===== src/rtl/irq_agg_pkg.sv =====
package irq_agg_pkg;
    localparam int ADDR_W   = 3;
    localparam int DATA_W   = 4;
    localparam int NUM_SRC  = 5;
    localparam int NUM_GRP  = 4;
    localparam logic [ADDR_W-1:0] REG_ADDR = 3'b111;

    localparam int SRC_CAN   = 0;
    localparam int SRC_TEMP  = 1;
    localparam int SRC_HSOT  = 2;
    localparam int SRC_V2LOW = 3;
    localparam int SRC_VSUP  = 4;

    // acknowledge group that owns each source
    function automatic int src_group(input int s);
        case (s)
            SRC_CAN:   return 0;
            SRC_TEMP:  return 1;
            SRC_HSOT:  return 2;
            SRC_V2LOW: return 2;
            default:   return 3;
        endcase
    endfunction

    typedef struct packed {
        logic pend;
        logic seen;
        logic cq;
    } flag_state_t;

    typedef struct packed {
        logic [DATA_W-1:0] mask;
    } reg_state_t;
endpackage


===== src/rtl/flag_latch.sv =====
module flag_latch (
    input  logic clk,
    input  logic rst_n,
    input  logic raw,
    input  logic ack,
    output logic flag
);
    import irq_agg_pkg::*;

    flag_state_t st_d, st_q;

    always_comb begin
        logic ackv, rise, clr;
        st_d    = st_q;
        ackv    = ack | st_q.seen;
        rise    = raw & ~st_q.cq;
        clr     = st_q.pend & ackv & ~st_q.cq;
        st_d.pend = rise | (st_q.pend & ~clr);
        st_d.seen = st_d.pend & ackv & ~rise & ~clr;
        st_d.cq   = raw;
    end

    always_ff @(posedge clk or negedge rst_n) begin
        if (!rst_n) st_q <= '0;
        else        st_q <= st_d;
    end

    assign flag = st_q.pend;
endmodule


===== src/rtl/wake_pulse.sv =====
module wake_pulse #(
    parameter int WAKE_CYC = 8
) (
    input  logic clk,
    input  logic rst_n,
    input  logic in_stop,
    input  logic ev_a,
    input  logic ev_b,
    output logic active
);
    localparam int CNT_W = $clog2(WAKE_CYC + 1);

    typedef struct packed {
        logic             ev_prev;
        logic [CNT_W-1:0] cnt;
    } wake_state_t;

    wake_state_t w_d, w_q;

    always_comb begin
        logic ev;
        w_d = w_q;
        ev  = in_stop & (ev_a | ev_b);
        if (ev && !w_q.ev_prev)  w_d.cnt = CNT_W'(WAKE_CYC);
        else if (w_q.cnt != '0)  w_d.cnt = w_q.cnt - 1'b1;
        w_d.ev_prev = ev;
    end

    always_ff @(posedge clk or negedge rst_n) begin
        if (!rst_n) w_q <= '0;
        else        w_q <= w_d;
    end

    assign active = (w_q.cnt != '0);
endmodule


===== src/rtl/irq_mask_aggregator.sv =====
module irq_mask_aggregator #(
    parameter int WAKE_CYC = 8
) (
    input  logic                           clk,
    input  logic                           por_n,
    input  logic                           ext_rst_n,
    input  logic [irq_agg_pkg::ADDR_W-1:0] addr,
    input  logic [irq_agg_pkg::DATA_W-1:0] wdata,
    input  logic                           wr_en,
    input  logic                           rd_en,
    output logic [irq_agg_pkg::DATA_W-1:0] rdata,
    input  logic [irq_agg_pkg::NUM_SRC-1:0] src_fault,
    input  logic [irq_agg_pkg::NUM_GRP-1:0] grp_ack,
    input  logic                           in_stop,
    input  logic                           wake_oc_a,
    input  logic                           wake_oc_b,
    output logic                           irq_n
);
    import irq_agg_pkg::*;

    logic               rst_n;
    logic [NUM_SRC-1:0] src_pend;
    logic [DATA_W-1:0]  grp_req;
    logic [DATA_W-1:0]  status;
    logic               wake_active;
    reg_state_t         r_d, r_q;
    logic [DATA_W-1:0]  mask_q;

    assign rst_n = por_n & ext_rst_n;

    for (genvar s = 0; s < NUM_SRC; s++) begin : g_src
        flag_latch u_flag (
            .clk  (clk),
            .rst_n(rst_n),
            .raw  (src_fault[s]),
            .ack  (grp_ack[src_group(s)]),
            .flag (src_pend[s])
        );
    end

    wake_pulse #(.WAKE_CYC(WAKE_CYC)) u_wake (
        .clk    (clk),
        .rst_n  (rst_n),
        .in_stop(in_stop),
        .ev_a   (wake_oc_a),
        .ev_b   (wake_oc_b),
        .active (wake_active)
    );

    always_comb begin
        r_d = r_q;
        if (wr_en && addr == REG_ADDR) r_d.mask = wdata;
    end

    always_ff @(posedge clk or negedge rst_n) begin
        if (!rst_n) r_q <= '0;
        else        r_q <= r_d;
    end

    assign mask_q  = r_q.mask;
    assign grp_req = {src_pend[SRC_VSUP], src_pend[SRC_HSOT] | src_pend[SRC_V2LOW],
                      src_pend[SRC_TEMP], src_pend[SRC_CAN]};
    assign status  = {src_pend[SRC_VSUP], src_pend[SRC_HSOT],
                      src_pend[SRC_TEMP], src_pend[SRC_CAN]};
    assign rdata   = (rd_en && addr == REG_ADDR) ? status : '0;
    assign irq_n   = ~((|(mask_q & grp_req)) | wake_active);
endmodule


===== config.mk =====
export PLATFORM = sky130hd
export DESIGN_NAME = irq_mask_aggregator
export DESIGN_NICKNAME = d
export VERILOG_FILES = /design/src/rtl/irq_agg_pkg.sv /design/src/rtl/flag_latch.sv /design/src/rtl/wake_pulse.sv /design/src/rtl/irq_mask_aggregator.sv
export SDC_FILE = /design/constraint.sdc
export NUM_CORES = 1
export LEC_CHECK = 0
export ABC_CLOCK_PERIOD_IN_PS = 4010
export BUFFER_PORTS_ARGS = -buffer_cell sky130_fd_sc_hd__buf_2
export CORE_MARGIN = 2
export CORE_UTILIZATION = 35
export CTS_CLUSTER_SIZE = 28
export DETAILED_ROUTE_END_ITERATION = 12
export GPL_ROUTABILITY_DRIVEN = 0
export SLEW_MARGIN = 0
export SYNTH_ARGS = -nofsm -noshare
export SYNTH_HDL_FRONTEND = slang
export SYNTH_SLANG_ARGS = --single-unit

===== constraint.sdc =====
create_clock -name clk -period 4.01 [get_ports clk]
set_clock_uncertainty 0.2 [all_clocks]
set_input_delay 0.2005 -clock clk [delete_from_list [all_inputs] [get_ports clk]]
set_output_delay 0.2005 -clock clk [all_outputs]
set_load 0.005 [all_outputs]

==> impl_metrics.env, run 1 <==
export IMPL_drt_iter0_markers=10
export IMPL_grt_usage=0.137
export IMPL_crit_family="simple AND/OR/NAND/NOR gates"
export IMPL_setup_violations=0
export IMPL_cp_start_kind="flop"
export IMPL_htree_levels=1
export IMPL_hpwlAfterDp_um=1340
export IMPL_clockBufferDepth=2
export IMPL_root_buffer="clkbuf_4"
export IMPL_synth_xor_area_frac=0.00901
export IMPL_path_cells="inv_1, ha_1, nor3b_2, and3_1, buf_2"
export IMPL_cp_max_fo=4
export IMPL_p_per_area_nw_per_um2=427
export IMPL_grt_start_max_net_pins=25
export IMPL_totalWireLength_um=1850
export IMPL_dp_cells=146
export IMPL_synth_adder_area_share=0.0257
export IMPL_clk_pin_slew_ns=0.12
export IMPL_reg2reg_setup_slack_ns=2.40
export IMPL_std_cell_rows=19
export IMPL_ioPinCount=29
export IMPL_power_leakage_uw=0.000673
export IMPL_hold_violations=24
export IMPL_critical_path_n_buffers_inverters=2
export IMPL_grt_overflow=0
export IMPL_grt_pass1_vias=866
export IMPL_drive_gt1_frac=0.278
export IMPL_start_util=0.362
export IMPL_synthMuxAreaShare=0.0463
export IMPL_port_buffers=28
export IMPL_syn_area_um2=972
export IMPL_final_nets=161
export IMPL_drv_slew=0
export IMPL_crit_arrival_ns=1.64
export IMPL_endpoint_kind="primary output"
export IMPL_grt_pass1_wl_um=3420
export IMPL_hold_path_class="input pin to async pin"
export IMPL_synth_top_family_by_area="simple AND/OR/NAND/NOR gates"
export IMPL_syn_to_final_growth_pct=36.2
export IMPL_die_w_um=56.7
export IMPL_worstPathRequired_ns=3.61
export IMPL_clock_sinks=24
export IMPL_synthSimpleGateAreaFrac=0.176
export IMPL_core_um2=2690
export IMPL_dr_pass1_iters=5
export IMPL_critPathKind="flop to primary output"
export IMPL_antenna_found_initial=0
export IMPL_num_vias=769
export IMPL_fin_crit_ns=2.04
export IMPL_hold_slack_ns=-0.0390
export IMPL_slowest_stage="dfrtp_1"
export IMPL_die_area_um2=3220
export IMPL_ys_types=22
export IMPL_final_cells=164
export IMPL_relSlewSlack=0.308
export IMPL_chipHeight_um=56.7
export IMPL_ys_seq_area_frac=0.618
export IMPL_synth_compound_area_share=0.0940
export IMPL_rsz0062_at_grt="no"
export IMPL_ys_warn_count=0
export IMPL_synth_cells=87
export IMPL_clock_latency_ns=0.30
export IMPL_finalCritPeriodShare=0.509
export IMPL_syn_nets=113
export IMPL_regToRegEndpoint="u_wake.w_q[1]$_DFFE_PN0P_"
export IMPL_drc_errors=0
export IMPL_r2r_start="u_wake.w_q[0]$_DFFE_PN0P_"
export IMPL_routedWlPerCell_um=11.3
export IMPL_antenna_left=0
export IMPL_slowest_delay_ns=0.41
export IMPL_fmax_mhz=490
export IMPL_ff2ff_path_depth=5
export IMPL_violations="hold timing"
export IMPL_crit_path_start="u_wake.w_q[0]$_DFFE_PN0P_"
export IMPL_drv_cap=0
export IMPL_status="finished, violations left"
export IMPL_num_antenna_cells=0
export IMPL_cts_setup_buffers=0
export IMPL_cts_tree="yes"
export IMPL_syn_area_per_cell_um2=11.2
export IMPL_final_setup_tns_ns=0
export IMPL_numCtsBuffers=3
export IMPL_worst_pin_slew_ns=1.04
export IMPL_ys_seq_elements=24
export IMPL_viasPerCell=4.69
export IMPL_ir_drop_v=0.000338
-- layer usage --
| layer | GRT usage | routed length, um | vias up |
|---|---|---|---|
| li1 | - | - | 385 |
| met1 | 0.152 | 791 | 369 |
| met2 | 0.248 | 979 | 13 |
| met3 | 0.0276 | 67 | 2 |
| met4 | 0.0612 | 13 | 0 |
| met5 | 0 | 0 | - |
-- kinds of logic after synthesis --
family | count (synthesis)
AO/OA/AOI/OAI | 16
adder cells (fa/ha/maj) | 2
flip-flops | 24
AND/OR/NAND/NOR | 32
buffers and inverters | 8
XOR/XNOR | 1
multiplexers | 4
-- report_power, final --
group | internal, uW | switching [uW]
sequential | 284 | 29.9
clock | 35.0 | 65.9
combinational | 84.6 | 66.5
total | 403 | 162
-- cell type report --
cell class	instances	area, um2
Clock buffer	3	22.5
Fill cell	268	1360
Inverter	8	30.0
Multi-Input combinational cell	55	342
Sequential cell	24	601
Tap cell	31	38.8
Timing Repair Buffer	43	290
-- cell usage in the layout, fill, tap and decap left out, drive strengths merged, types with 2 or more instances in the layout --
cell	synthesis	routed
o21ai	12	12
mux2	4	4
clkbuf	0	3
and2	5	5
buf	0	28
ha	2	2
dlygate4sd3	0	15
nand2b	2	2
nand2	5	5
dfrtp	24	24
nor2	12	12
inv	8	8
-- metrics by stage --
stage / cell area (um2) / utilization / total power (uW) / setup slack (ns)
detailed placement: 1150 / 0.429 / 459 / 2.32
global route: 1320 / 0.493 / 609 / 1.83
CTS: 1320 / 0.493 / 572 / 1.95
floorplan: 972 / - / 416 / 2.53
global placement: 1150 / 0.429 / 448 / 2.42
finish: 1320 / 0.493 / 566 / 1.97
-- state kept, by name (all words and copies together), names as in the netlist --
signal / cells
u_wake.w_q: 5
g_src.u_flag.st_q: 10
g_src.u_flag.flag: 5
mask_q: 4
-- synthesized netlist by cell type --
| library cell | n | share of area |
|---|---|---|
| a21oi_1 | 1 | 0.0051 |
| nor2_1 | 12 | 0.046 |
| nand2b_1 | 2 | 0.013 |
| nor2b_1 | 1 | 0.0064 |
| nor3b_2 | 1 | 0.013 |
| and3_1 | 1 | 0.0064 |
| a222oi_1 | 1 | 0.010 |
| xnor2_1 | 1 | 0.0090 |
| and4_1 | 1 | 0.0090 |
| dfrtp_1 | 24 | 0.62 |
| inv_1 | 8 | 0.031 |
| nand2_1 | 5 | 0.019 |
| mux2_2 | 4 | 0.046 |
| or3_4 | 1 | 0.012 |
| ha_1 | 2 | 0.026 |
| nand4_1 | 1 | 0.0064 |
| nor3_1 | 1 | 0.0051 |
| and2_1 | 5 | 0.032 |
| o21ai_0 | 12 | 0.062 |
| a211o_1 | 1 | 0.0090 |
| a211oi_1 | 1 | 0.0077 |
| nand3b_1 | 1 | 0.0077 |
-- worst max path at each step --
stage	to	slack, ns	cells after the start
2_1_floorplan	irq_n	2.53	4
3_3_place_gp	irq_n	2.42	5
3_5_place_dp	irq_n	2.32	5
4_1_cts	irq_n	1.95	5
5_1_grt	irq_n	1.83	5
6_report	irq_n	1.97	5
-- timing repair --
item	CTS	global route
gates resized for setup	0	0
hold endpoints to repair	20	0
hold buffers	15	0
Note: power is estimated with default switching activity, not from simulation.
==> run 2, diff against run 1 <==
- ABC_CLOCK_PERIOD_IN_PS: 4010 -> 1700
- clock period: 4.01 -> 1.7 ns (I/O delays scaled with it)
==> run 2 against run 1 <==
- flip-flop and latch count stayed put
- worst hold slack better by 0.090 ns
- largest cell class unchanged
- die area is the same
- register-to-register slack worse by 2.3 ns
- clock power rose by 130%
- critical path depth unchanged
- count of clock-buffer cells in the layout is the same
- first-iteration DRC count decreased by 30%
- sequential share of layout area down 3.0 points
- cell count up 5.5%
- core utilization rose by 3.5 points
- design area is 7.1% higher
- the run now ends clean
==> impl_metrics.env, run 2 (synthesis results as in run 1) <==
export IMPL_status="finished, final reports clean"
export IMPL_clock_latency_ns=0.30
export IMPL_die_w_um=56.7
export IMPL_drt_iter0_markers=7
export IMPL_layout_commonest_cell="buf_2"
export IMPL_final_setup_tns_ns=0
export IMPL_clock_sinks=24
export IMPL_place_ws_ns=0.127
export IMPL_start_util=0.362
export IMPL_fillers=261
export IMPL_hold_violations=0
export IMPL_fin_util=0.528
export IMPL_std_cell_rows=19
export IMPL_grt_overflow=0
export IMPL_root_buffer="clkbuf_4"
export IMPL_power_internal_uw=1050
export IMPL_ff_latch_area_um2=601
export IMPL_routedWlPerCell_um=11.1
export IMPL_final_cells=173
export IMPL_hold_path_class="input pin to flop"
export IMPL_crit_family="flip-flops"
export IMPL_path_cells="inv_2, ha_4, nor3b_4, and3_1, buf_2"
export IMPL_clockBufferDepth=2
export IMPL_cp_max_fo=3
export IMPL_r2r_start="u_wake.w_q[0]$_DFFE_PN0P_"
export IMPL_swShare=0.286
export IMPL_ir_drop_v=0.000792
export IMPL_drv_slew=0
export IMPL_grt_usage=0.136
export IMPL_worst_pin_slew_ns=0.309
export IMPL_ff2ff_path_depth=7
export IMPL_clkPwrFrac=0.159
export IMPL_syn_to_final_growth_pct=45.8
export IMPL_dr_pass1_iters=4
export IMPL_grt_start_max_net_pins=25
export IMPL_p_per_area_nw_per_um2=1030
export IMPL_fin_crit_ns=1.70
export IMPL_drv_cap=0
export IMPL_core_um2=2690
export IMPL_fmax_mhz=590
export IMPL_power_total_uw=1460
export IMPL_reg2reg_setup_slack_ns=0.10
export IMPL_cts_tree="yes"
export IMPL_crit_path_start="u_wake.w_q[0]$_DFFE_PN0P_"
export IMPL_pwr_share_comb=0.328
export IMPL_multi_input_area_um2=360
export IMPL_crit_arrival_ns=1.41
export IMPL_regMostFlops="g_src.u_flag.st_q"
export IMPL_slowest_stage="dfrtp_1"
export IMPL_p_seq_frac=0.514
export IMPL_port_buffers=28
export IMPL_finalCritPeriodShare=0.997
export IMPL_grt_pass1_vias=830
export IMPL_clk_pin_slew_ns=0.12
export IMPL_antenna_found_initial=0
export IMPL_rsz0062_at_grt="yes"
export IMPL_critical_path_n_buffers_inverters=2
export IMPL_setup_ws_ns=0.00489
export IMPL_htree_levels=1
export IMPL_largest_register_ffs=10
export IMPL_numCtsBuffers=3
export IMPL_path_depth=5
export IMPL_regToRegEndpoint="u_wake.w_q[1]$_DFFE_PN0P_"
export IMPL_setup_violations=0
export IMPL_endpoint_kind="primary output"
export IMPL_final_nets=170
export IMPL_dp_cells=147
export IMPL_num_antenna_cells=0
export IMPL_viasPerCell=4.64
export IMPL_die_area_um2=3220
export IMPL_antenna_left=0
export IMPL_worstPathRequired_ns=1.41
export IMPL_relSlewSlack=0.794
export IMPL_p_sw_uw=419
export IMPL_power_leakage_uw=0.000720
export IMPL_grt_pass1_wl_um=3340
export IMPL_endpoint="irq_n"
export IMPL_drc_errors=0
export IMPL_totalWireLength_um=1910
export IMPL_cp_start_kind="flop"
export IMPL_critPathKind="flop to primary output"
export IMPL_slowest_delay_ns=0.41
export IMPL_ioPinCount=29
export IMPL_num_vias=803
export IMPL_layout_common_cells="28 x buf_2, 24 x dfrtp_1, 18 x dlygate4sd3_1"
export IMPL_chipHeight_um=56.7
export IMPL_drive_gt1_frac=0.324
run 2: cell types whose count changed in the layout (fill, tap and decap cells not counted), sizes merged:
cell,previous run,this run
buf,28,34
dlygate4sd3,15,18
run 2: routing by layer:
metal | vias up | wire length [um] | track usage
li1 | 402 | - | -
met1 | 379 | 809 | 0.149
met4 | 0 | 30 | 0.0510
met5 | - | 0 | 0
met2 | 18 | 1000 | 0.252
met3 | 4 | 71 | 0.0276
run 2: what timing repair did:
action                                  4_1_cts  5_1_grt
hold buffers                                 18        0
setup buffers                                 1        4
endpoints found under the setup margin        1        1
gates resized for setup                       5        0
pin swaps                                     2        1
hold endpoints to repair                     45        0
run 2: area by class of cell:
cell class	instances	share of cell area
sequential	24	0.424
timing repair buffer	52	0.258
multi-input combinational	55	0.254
tap	31	0.0274
inverter	8	0.0212
clock buffer	3	0.0159
run 2: power by group through the flow:
stage	registers, uW	logic (uW)	clock network (uW)
floorplan	729	253	0
global placement	744	312	0
detailed placement	751	329	0
CTS	750	416	247
global route	764	540	276
finish	752	480	232
run 2: how the worst min path moves through the flow:
stage                  from                           endpoint  slack (ns)  cells past startpoint
4_1_cts             addr[0]              mask_q[0]$_DFFE_PN0P_        0.05                      3
6_report            addr[0]              mask_q[0]$_DFFE_PN0P_        0.05                      3
3_5_place_dp      ext_rst_n          u_wake.w_q[2]$_DFFE_PN0P_       -0.01                      3
2_1_floorplan  src_fault[0]  g_src[0].u_flag.st_q[0]$_DFF_PN0_       -0.08                      0
3_3_place_gp      ext_rst_n          u_wake.w_q[2]$_DFFE_PN0P_      -0.008                      3
5_1_grt             addr[0]              mask_q[0]$_DFFE_PN0P_        0.05                      3
run 2: tightest hold or removal path, cell delays in order:
cell	delay, ns
buf_2	0.10
nand4_1	0.16
mux2_2	0.18
run 2: stage by stage:
| step | hold WS (ns) | instance area, um2 |
|---|---|---|
| after global routing | 0.0455 | 1420 |
| final | 0.0506 | 1420 |
| after CTS | 0.0475 | 1390 |
| after detailed placement | -0.0127 | 1160 |
| after floorplan | -0.0836 | 972 |
| after global placement | -0.00771 | 1160 |
==> run 3, diff against run 2 <==
- CELL_PAD_IN_SITES_DETAIL_PLACEMENT: not set -> 0
- CELL_PAD_IN_SITES_GLOBAL_PLACEMENT: not set -> 1
- CORE_UTILIZATION: 35 -> 34
- PLACE_DENSITY_LB_ADDON: not set -> 0.1
==> run 3 against run 2 <==
- design area grew 2.6%
- sequential share of layout area down 1.1 points
- cell count increased by 2.3%
- largest cell class unchanged
- core utilization is 0.41 points higher
- count of clock-buffer cells in the layout rose by 1
- largest power group unchanged
- flip-flop and latch count stayed put
==> impl_metrics.env, run 3 (synthesis results as in run 1) <==
export IMPL_dp_cells=147
export IMPL_critPathKind="flop to primary output"
export IMPL_rsz0062_at_grt="yes"
export IMPL_cp_start_kind="flop"
export IMPL_finalCritPeriodShare=0.998
export IMPL_antenna_found_initial=0
export IMPL_drc_errors=0
export IMPL_crit_arrival_ns=1.41
export IMPL_final_nets=173
export IMPL_largest_register_ffs=10
export IMPL_drt_iter0_markers=22
export IMPL_swShare=0.279
export IMPL_htree_levels=1
export IMPL_grt_usage=0.126
export IMPL_drive_gt1_frac=0.342
export IMPL_cp_max_fo=3
export IMPL_power_internal_uw=1110
export IMPL_totalWireLength_um=1920
export IMPL_port_buffers=28
export IMPL_grt_start_max_net_pins=25
export IMPL_pwr_share_comb=0.327
export IMPL_num_antenna_cells=0
export IMPL_path_cells="inv_2, ha_4, nor3b_4, and3_1, buf_2"
export IMPL_status="finished, final reports clean"
export IMPL_numCtsBuffers=3
export IMPL_start_util=0.356
export IMPL_clockBufferDepth=2
export IMPL_clkPwrFrac=0.189
export IMPL_fin_crit_ns=1.70
export IMPL_layout_commonest_cell="buf_2"
export IMPL_endpoint_kind="primary output"
export IMPL_ioPinCount=29
export IMPL_worst_pin_slew_ns=0.295
export IMPL_power_leakage_uw=0.000741
export IMPL_viasPerCell=4.46
export IMPL_worstPathRequired_ns=1.41
export IMPL_antenna_left=0
export IMPL_dr_pass1_iters=4
export IMPL_p_sw_uw=430
export IMPL_place_area_um2=1160
export IMPL_slowest_delay_ns=0.41
export IMPL_setup_violations=0
export IMPL_root_buffer="clkbuf_4"
export IMPL_cts_tree="yes"
export IMPL_p_per_area_nw_per_um2=1060
export IMPL_chipHeight_um=57.5
export IMPL_grt_overflow=0
export IMPL_fillers=266
export IMPL_hold_path_class="input pin to flop"
export IMPL_p_seq_frac=0.483
export IMPL_grt_pass1_vias=796
export IMPL_fmax_mhz=589
export IMPL_clock_sinks=24
export IMPL_grt_pass1_wl_um=3170
export IMPL_design_area_um2=1450
export IMPL_hold_violations=0
export IMPL_core_um2=2730
export IMPL_regMostFlops="g_src.u_flag.st_q"
export IMPL_clk_pin_slew_ns=0.12
export IMPL_drv_slew=0
export IMPL_reg2reg_setup_slack_ns=0.11
export IMPL_std_cell_rows=19
export IMPL_power_total_uw=1540
export IMPL_final_cells=177
export IMPL_fin_util=0.532
export IMPL_ir_drop_v=0.000750
export IMPL_num_vias=790
export IMPL_layout_common_cells="28 x buf_2, 24 x dfrtp_1, 18 x dlygate4sd3_1"
export IMPL_routedWlPerCell_um=10.8
export IMPL_drv_cap=0
export IMPL_die_area_um2=3300
export IMPL_clock_latency_ns=0.31
export IMPL_syn_to_final_growth_pct=49.5
export IMPL_final_setup_tns_ns=0
export IMPL_die_w_um=57.5
export IMPL_relSlewSlack=0.803
export IMPL_slowest_stage="dfrtp_1"
export IMPL_hpwlAfterDp_um=1360
-- run 3: changes by cell type in the layout (fill, tap and decap cells not counted), sizes merged --
cell    change
buf         +3
clkbuf      +1
-- run 3: what timing repair did --
item / CTS / global route
hold buffers: 18 / 0
hold endpoints to repair: 45 / 0
endpoints found under the setup margin: 1 / 1
pin swaps: 1 / 2
resized for setup: 5 / 0
buffers inserted: 4 / 4
-- run 3: final timing paths --
check | start | to | cells after the start
max | u_wake.w_q[1]$_DFFE_PN0P_ | irq_n | 5
min reg2reg | g_src[1].u_flag.st_q[0]$_DFF_PN0_ | g_src[1].u_flag.flag$_DFF_PN0_ | 1
min in group asynchronous | por_n | g_src[3].u_flag.st_q[1]$_DFF_PN0_ | 4
min | addr[0] | mask_q[0]$_DFFE_PN0P_ | 3
max in group asynchronous | ext_rst_n | g_src[1].u_flag.st_q[0]$_DFF_PN0_ | 5
max reg2reg | u_wake.w_q[1]$_DFFE_PN0P_ | u_wake.w_q[1]$_DFFE_PN0P_ | 7
-- run 3: per-layer routing --
layer  wire [um]  global-route usage
met1         867               0.147
met2         948               0.219
met3          86              0.0476
met4          17              0.0299
met5           0                   0
-- run 3: area by class of cell --
class                      count  area (um2)  area share
clock buffer                   4        36.3      0.0250
tap                           31        38.8      0.0267
sequential                    24         601       0.413
multi-input combinational     55         360       0.248
timing repair buffer          55         388       0.267
inverter                       8        30.0      0.0207
-- run 3: power groups by stage --
stage / Clock [uW] / Sequential (uW) / Combinational [uW]
after detailed placement: 0 / 748 / 331
after global placement: 0 / 747 / 319
final: 292 / 744 / 504
after CTS: 308 / 745 / 445
after floorplan: 0 / 729 / 253
after global routing: 329 / 760 / 561
-- run 3: metrics by stage --
stage | hold WS, ns | setup slack (ns)
after CTS | 0.0657 | -0.0125
final | 0.0717 | 0.00263
after global placement | -0.00723 | 0.199
after floorplan | -0.0836 | 0.316
after global routing | 0.0823 | -0.0972
after detailed placement | -0.0101 | 0.143
-- run 3: critical path, delay by kind of cell, from the launching register on --
kind,cells,cell delay (ns)
AND/OR/NAND/NOR,2,0.36
adder cells (fa/ha/maj),1,0.14
flip-flops,1,0.41
buffers and inverters,2,0.20
